[src/rtl/pcs_pkg.sv]
package pcs_pkg;

  typedef enum logic [2:0] {
    OP_HOLD  = 3'd0,
    OP_INC   = 3'd1,
    OP_LOWWR = 3'd2,
    OP_GOTO  = 3'd3,
    OP_CALL  = 3'd4,
    OP_RET   = 3'd5,
    OP_IRQ   = 3'd6,
    OP_RSVD  = 3'd7
  } pc_op_e;

endpackage

[src/rtl/pcs_latch.sv]
module pcs_latch #(
  parameter int W = 5
) (
  input  logic         clk,
  input  logic         rst_n,
  input  logic         we,
  input  logic [W-1:0] wdata,
  output logic [W-1:0] q
);

  always_ff @(posedge clk) begin
    if (!rst_n)  q <= '0;
    else if (we) q <= wdata;
  end

endmodule

[src/rtl/pcs_next.sv]
module pcs_next
  import pcs_pkg::*;
#(
  parameter int ADDR_W  = 13,
  parameter int LO_W    = 8,
  parameter int IMM_W   = 11,
  parameter int IRQ_VEC = 4,
  localparam int HI_W   = ADDR_W - LO_W,
  localparam int PAGE_W = ADDR_W - IMM_W
) (
  input  pc_op_e            op,
  input  logic [ADDR_W-1:0] pc_q,
  input  logic [IMM_W-1:0]  imm,
  input  logic [LO_W-1:0]   lo_wdata,
  input  logic [HI_W-1:0]   latch_q,
  input  logic [ADDR_W-1:0] stk_top,
  output logic [ADDR_W-1:0] pc_d,
  output logic              push_en,
  output logic              pop_en,
  output logic [ADDR_W-1:0] push_data
);

  // Next sequential address, wrapping at the top of the space.
  function automatic logic [ADDR_W-1:0] fn_seq(input logic [ADDR_W-1:0] a);
    return ADDR_W'(a + 1'b1);
  endfunction

  // Page-relative target: page bits from the top of the latch.
  function automatic logic [ADDR_W-1:0] fn_page(input logic [HI_W-1:0] l,
                                                input logic [IMM_W-1:0] i);
    return {l[HI_W-1 -: PAGE_W], i};
  endfunction

  // Computed low-byte write: all latch bits supply the high part.
  function automatic logic [ADDR_W-1:0] fn_lowwr(input logic [HI_W-1:0] l,
                                                 input logic [LO_W-1:0] d);
    return {l, d};
  endfunction

  always_comb begin
    pc_d      = pc_q;
    push_en   = 1'b0;
    pop_en    = 1'b0;
    push_data = pc_q;
    unique case (op)
      OP_INC:   pc_d = fn_seq(pc_q);
      OP_LOWWR: pc_d = fn_lowwr(latch_q, lo_wdata);
      OP_GOTO:  pc_d = fn_page(latch_q, imm);
      OP_CALL: begin
        push_en   = 1'b1;
        push_data = fn_seq(pc_q);
        pc_d      = fn_page(latch_q, imm);
      end
      OP_RET: begin
        pop_en = 1'b1;
        pc_d   = stk_top;
      end
      OP_IRQ: begin
        push_en   = 1'b1;
        push_data = pc_q;
        pc_d      = ADDR_W'(IRQ_VEC);
      end
      default: pc_d = pc_q;
    endcase
  end

endmodule

[src/rtl/pcs_stack.sv]
module pcs_stack #(
  parameter int W     = 13,
  parameter int DEPTH = 8,
  localparam int SP_W = $clog2(DEPTH)
) (
  input  logic            clk,
  input  logic            rst_n,
  input  logic            push_en,
  input  logic            pop_en,
  input  logic [W-1:0]    push_data,
  output logic [W-1:0]    top_q,
  output logic [SP_W-1:0] sp_q
);

  // DEPTH is a power of two, so the pointer wraps by plain overflow.
  logic [W-1:0]    mem [DEPTH];
  logic [SP_W-1:0] rd_idx;

  assign rd_idx = SP_W'(sp_q - 1'b1);
  assign top_q  = mem[rd_idx];

  for (genvar g = 0; g < DEPTH; g++) begin : g_slot
    always_ff @(posedge clk) begin
      if (!rst_n)                             mem[g] <= '0;
      else if (push_en && sp_q == SP_W'(g))   mem[g] <= push_data;
    end
  end

  always_ff @(posedge clk) begin
    if (!rst_n)       sp_q <= '0;
    else if (push_en) sp_q <= SP_W'(sp_q + 1'b1);
    else if (pop_en)  sp_q <= SP_W'(sp_q - 1'b1);
  end

endmodule

[src/rtl/paged_pc_stack.sv]
module paged_pc_stack
  import pcs_pkg::*;
#(
  parameter int ADDR_W  = 13,
  parameter int LO_W    = 8,
  parameter int IMM_W   = 11,
  parameter int DEPTH   = 8,
  parameter int IRQ_VEC = 4,
  localparam int HI_W   = ADDR_W - LO_W,
  localparam int SP_W   = $clog2(DEPTH)
) (
  input  logic              clk,
  input  logic              rst_n,
  input  logic [2:0]        op_sel,
  input  logic [IMM_W-1:0]  imm,
  input  logic [LO_W-1:0]   lo_wdata,
  input  logic              latch_we,
  input  logic [HI_W-1:0]   latch_wdata,
  output logic [ADDR_W-1:0] fetch_addr,
  output logic [LO_W-1:0]   pc_lo_rd
);

  pc_op_e            op;
  logic [ADDR_W-1:0] pc_q, pc_d;
  logic [HI_W-1:0]   latch_q;
  logic [ADDR_W-1:0] stk_top, push_data;
  logic              push_en, pop_en;
  logic [SP_W-1:0]   sp_q;

  assign op = pc_op_e'(op_sel);

  pcs_latch #(.W(HI_W)) u_latch (
    .clk(clk), .rst_n(rst_n), .we(latch_we), .wdata(latch_wdata), .q(latch_q)
  );

  pcs_next #(
    .ADDR_W(ADDR_W), .LO_W(LO_W), .IMM_W(IMM_W), .IRQ_VEC(IRQ_VEC)
  ) u_next (
    .op(op), .pc_q(pc_q), .imm(imm), .lo_wdata(lo_wdata), .latch_q(latch_q),
    .stk_top(stk_top), .pc_d(pc_d), .push_en(push_en), .pop_en(pop_en),
    .push_data(push_data)
  );

  pcs_stack #(.W(ADDR_W), .DEPTH(DEPTH)) u_stack (
    .clk(clk), .rst_n(rst_n), .push_en(push_en), .pop_en(pop_en),
    .push_data(push_data), .top_q(stk_top), .sp_q(sp_q)
  );

  always_ff @(posedge clk) begin
    if (!rst_n) pc_q <= '0;
    else        pc_q <= pc_d;
  end

  assign fetch_addr = pc_q;
  assign pc_lo_rd   = pc_q[LO_W-1:0];

endmodule

[config.mk]
export PLATFORM = sky130hd
export DESIGN_NAME = paged_pc_stack
export DESIGN_NICKNAME = d
export VERILOG_FILES = /design/src/rtl/pcs_pkg.sv /design/src/rtl/pcs_latch.sv /design/src/rtl/pcs_next.sv /design/src/rtl/pcs_stack.sv /design/src/rtl/paged_pc_stack.sv
export SDC_FILE = /design/constraint.sdc
export NUM_CORES = 1
export LEC_CHECK = 0
export BUFFER_PORTS_ARGS = -buffer_cell sky130_fd_sc_hd__buf_2
export CAP_MARGIN = 20
export CORE_ASPECT_RATIO = 0.75
export CORE_UTILIZATION = 65
export CTS_CLUSTER_DIAMETER = 50
export DETAILED_ROUTE_END_ITERATION = 12
export GPL_ROUTABILITY_DRIVEN = 0
export GPL_TIMING_DRIVEN = 0
export PLACE_DENSITY = 0.85
export REMOVE_ABC_BUFFERS = 1
export SETUP_SLACK_MARGIN = 0.15
export SYNTH_ARGS = -nofsm -noshare
export SYNTH_HDL_FRONTEND = slang
export SYNTH_HIERARCHICAL = 1
export SYNTH_SLANG_ARGS = --single-unit
export TNS_END_PERCENT = 20
[constraint.sdc]
create_clock -name clk -period 8.44 [get_ports clk]
set_input_delay 0.422 -clock clk [delete_from_list [all_inputs] [get_ports clk]]
set_output_delay 0.422 -clock clk [all_outputs]
set_load 0.05 [all_outputs]
Word-level counts from Yosys, hierarchy flattened

Memories as Yosys holds them, arrays and structs flattened.
Index checks and enable logic that the tools add are counted.

Bits in registers: 21
Memory bits (writable): 104
Input port bits: 30
Output and inout port bits: 21
Word-level logic and storage cells: 80
Memories: 1

Memories:

| name        | depth | bits a word | read ports | clocked after Yosys merged registers in | write ports | line            | text |
|---|---|---|---|---|---|---|---|
| u_stack.mem | 8     | 13          | 1          | 0                                       | 8           | pcs_stack.sv:16 | `logic [W-1:0] mem [DEPTH];` |

Add/subtract/negate cells: 3
Equality and inequality tests: 13
Mux-type cells: 39
Bitwise logic cells: 8
Reduce and logical (&&, ||, !) cells: 13

Operators by type and width:

| operator              | number |
|---|---|
| $mux 13               | 9 |
| $pmux 13 s5           | 1 |
| $mux 1                | 27 |
| $eq 3x3->1 const B    | 7 |
| $add 13x1->13 const B | 1 |
| $eq 3x2->1 const B    | 4 |
| $logic_and 1x1->1     | 8 |
| $or 1x1->1            | 8 |
| $eq 3x1->1 const B    | 2 |
| $mux 3                | 2 |
| $reduce_bool 5->1     | 1 |
| $reduce_or 2->1       | 2 |
| $add 3x1->3 const B   | 1 |
| $logic_not 3->1       | 1 |
| $sub 3x1->3 const B   | 1 |
| $reduce_bool 2->1     | 1 |

Longest topological paths before layout

Depth in word-level cells: 8
Mapped depth: 15
Mapped depth without buffers: 11

By module

The synthesis kept the hierarchy.

By module, submodules not included:

| module         | instances | cells an instance | area an instance (µm²) | sequential area each (µm²) |
|---|---|---|---|---|
| pcs_stack      | 1         | 405               | 5167.5                 | 3183.1 |
| pcs_next       | 1         | 205               | 1214.9                 | 0.0 |
| paged_pc_stack | 1         | 35                | 424.2                  | 260.2 |
| pcs_latch      | 1         | 16                | 192.7                  | 100.1 |

Worst setup path after synthesis

Ideal clock, no wire load.

Kind: flip-flop to flip-flop
Start point: reg u_stack.sp_q[0]
End point: reg pc_q[10] (netlist: fetch_addr[10])
Library setup time: 116 ps
Arrival: 2761 ps
Data required time: 8324 ps
Setup slack: 5563 ps
Cell stages (with the launch flop): 15
Path buffers: 4
Clock period less this slack: 2877 ps
Cell sequence: dfxtp_1 buf_2 inv_2 clkbuf_1 ha_1 buf_2 buf_2 mux2i_1 nand3_1 and4_1 nand2_1 a32oi_1 o21a_1 o22a_1 and2_2

Longest elaborated chain between the ends: 3

Ends and longest elaborated chain:

| item                   | line                 | text |
|---|---|---|
| from (decl)            | pcs_stack.sv:12      | `output logic [SP_W-1:0] sp_q` |
| from (signal assigned) | pcs_stack.sv:31      | `else if (push_en) sp_q <= SP_W'(sp_q + 1'b1);` |
| from (signal assigned) | pcs_stack.sv:32      | `else if (pop_en) sp_q <= SP_W'(sp_q - 1'b1);` |
| $sub 3x1->3            | pcs_stack.sv:19      | `assign rd_idx = SP_W'(sp_q - 1'b1);` |
| $mem_v2 8x13           | --                   |  |
| via stk_top[10]        | paged_pc_stack.sv:26 | `logic [ADDR_W-1:0] stk_top, push_data;` |
| $pmux 13 s5            | pcs_next.sv:45       | `unique case (op)` |
| via pc_d[10]           | paged_pc_stack.sv:24 | `logic [ADDR_W-1:0] pc_q, pc_d;` |
| to (signal assigned)   | paged_pc_stack.sv:51 | `else pc_q <= pc_d;` |
| to (decl)              | paged_pc_stack.sv:24 |  |

The timed path passes the listed nets, and every way through them passes these cells.
A chain may end at the register's enable or synchronous reset.

Final worst setup path

Start point: reg u_stack.sp_q[0]
End point: reg pc_q[2] (netlist: fetch_addr[2])

Same word-level chain as after synthesis.

==> metrics.txt <==
Critical R2R Capture fetch_addr[2]; Synth Flop Type edfxtp_1; post-cts sizing count 0; Mapped Cells 661; Setup crit end kind flip-flop; final worst setup slack 4.61 ns; Yosys cell types 56; final hold viol count 0; Hold Buf Count CTS 0; CTS tree yes; Initial Utilization 0.675; Slowest cell on crit path ha_4; Placement Setup Slack 4.46 ns; peak per-stage delay on the critical path 0.99 ns; Layout Cells excl Fill 819; worst-margin pin slew 1.02 ns; peak supply drop 0.158 mV; site row count 32; Worst R2R Start u_stack/sp_q[0]; Async SR Flop Fraction 0; DP Wirelength 10.4 mm; antenna diode count 0; via-per-instance ratio 6.65; clk_skew 0.00861 ns; Pwr Total 1.75 mW; Area Overhead vs Synth 10.8%; # clock sinks 125; Inserted Clock Buffers 17; final setup vio count 0; GR Overflow Total 0; Worst Path Max Fanout 54; die width 122 um; # nets final 707; Post-synth EDFFs 104; Yosys reg bits 125; Worst Path Arrival 4.14 ns; Reg area 3540 um2; Final period util 0.454; die area 11200 um2; reg2reg path depth 11; min Tclk post-route 3.83 ns; Root Driver clkbuf_16; initial DRC count 647; Fill cells 674; routed via count 5449; Final ANT Viol Nets 0; mapped cell area 7000 um2; Inst Count DP 785; Slew HR 0.318; Mapped Avg Cell Area 10.6 um2; worst endpoint required time 8.75 ns; status complete, no violations; Bufs and invs on worst path 2; worst hold path class input port to flip-flop; fin. max-slew vios 0; Routed WL 17.5 mm; clock tree buffer depth 2; global router's overall resource usage 0.325; r2r setup slk 4.61 ns; vias in the first global route 5076; Hold Crit Depth 3; RSZ-0062 raised after global routing no; residual DRC count 0; Fmax 261 MHz; Multi-input gate area 3090 um2; clk_lat worst skew 0.41 ns; hold endpoint u_latch/q[4]; crit-path cells buf_16, inv_2, ha_4, mux2i_1, nand3_1, and4_1, nand2_1, o21ai_0, o21ai_0, a221oi_1, and2_2; setup total negative slack 0 ns; post-CTS setup buffer count 0; crit path from u_stack/sp_q[0]; fraction of layout cells with a size suffix above 1 0.149; Die Ht 91.9 um; Crit path max-delay family adder cells; drt wl/cell 21.4 um; drt pass-1 iters 6; PwrDens 226 nW/um2; core area 10400 um2; antenna violations before repair 0; Yosys warnings 6; Max-Cap Viols 0; CP startpoint kind flip-flop; critical path type flip-flop to flip-flop; I/O Pins 51; Pleak 3.24 nW; most used cell, CP o21ai_0; largest net degree at the start of global routing 55; Hold Path Origin latch_wdata[4]; IO Port Bufs 50; first-pass GRT wire length 26.7 mm; H-tree Lvls 4; register area share after synthesis 0.506; Clk pin slew, worst setup/hold paths 0.06 ns
-- area by class of cell --
class	instances	area share
tap	136	0.0219
multi-input combinational	459	0.398
sequential	125	0.457
clock buffer	25	0.0639
clock inverter	7	0.00839
timing repair buffer	55	0.0452
inverter	12	0.00581
-- flip-flops by register name, indices dropped and copies added (netlist names) --
signal,flops
u_stack/mem,104
fetch_addr,13
u_latch/q,5
u_stack/sp_q,3
-- cell families after synthesis --
family,synth area share
compound gates,0.0745
xor+xnor,0.0222
fa+ha+maj,0.0125
buf+inv,0.0547
flops,0.506
mux,0.0860
simple gates,0.244
-- metal layers --
layer,vias up,global-route usage,share of wire
met1,2618,0.429,0.40
li1,2456,-,-
met4,0,0.147,0.025
met2,331,0.516,0.49
met5,-,0,0
met3,44,0.0684,0.092
-- synth_stat cells, types with 2 or more instances --
cell type    n  area share
inv_2        2      0.0011
o31ai_1      2      0.0021
o21ai_0     31       0.022
o22a_1       2      0.0025
edfxtp_1   104        0.45
a32oi_1      3      0.0038
a21oi_1     16       0.011
nand2_1     37       0.020
clkbuf_1    26       0.014
mux2i_1     59       0.084
and2_1      33       0.029
ha_1         7       0.013
nor2b_1     13       0.012
nand2b_1     2      0.0018
a211oi_1     2      0.0021
buf_6        4      0.0064
nand4_1      4      0.0036
a31oi_1      3      0.0027
a21o_1       2      0.0021
o21a_1       6      0.0064
nor3_1       5      0.0036
dfxtp_1     21       0.060
buf_2       21       0.015
or3_1        2      0.0018
inv_1        9      0.0048
nor2_1      10      0.0054
buf_4       10       0.011
nand3_1     68       0.049
buf_1        4      0.0021
and2_2       9      0.0097
o2bb2ai_1    5      0.0063
a221oi_1     3      0.0038
xnor2_1     13       0.016
o21bai_1     3      0.0032
and3_1      85       0.076
and4_1      15       0.019
-- where the power goes --
part,internal [mW],switching (mW)
Combinational,0.119,0.219
Sequential,0.700,0.0263
Clock,0.434,0.254
-- worst register-to-register path: stages (launching register included) --
cell and delay (ns):
dfxtp_1 0.72, buf_16 0.24, inv_2 0.26, ha_4 1.00, mux2i_1 0.33, nand3_1 0.11
and4_1 0.28, nand2_1 0.08, o21ai_0 0.10, o21ai_0 0.28, a221oi_1 0.12, and2_2 0.23
-- how the worst max path moves through the flow --
stage / end / slack (ns) / cells past startpoint
2_1_floorplan: fetch_addr[10] / 4.05 / 10
3_3_place_gp: fetch_addr[10] / 2.76 / 10
3_5_place_dp: u_stack/mem[7][0] / 4.46 / 5
4_1_cts: fetch_addr[2] / 4.69 / 11
5_1_grt: fetch_addr[2] / 4.45 / 11
6_report: fetch_addr[2] / 4.61 / 11
-- layout by cell type (no fill, tap or decap), types with 9 or more instances in the layout --
| cell | count |
|---|---|
| mux2i_1 | 59 |
| buf_2 | 50 |
| nand3_1 | 68 |
| nor2_1 | 10 |
| and4_1 | 15 |
| nand2_1 | 37 |
| a21oi_1 | 16 |
| o21ai_0 | 31 |
| and2_1 | 33 |
| clkbuf_16 | 17 |
| and3_1 | 85 |
| edfxtp_1 | 104 |
| inv_1 | 9 |
| dfxtp_1 | 21 |
| xnor2_1 | 13 |
| nor2b_1 | 13 |
| and2_2 | 9 |
-- stage by stage --
stage,hold WS [ns],area (um2),util
final,0.274,7750,0.748
after global routing,0.291,7750,0.748
after CTS,0.264,7710,0.744
after detailed placement,0.511,7150,0.690
after global placement,0.495,7080,0.683
after floorplan,0.474,6660,-
(Power assumes the default switching activity.)
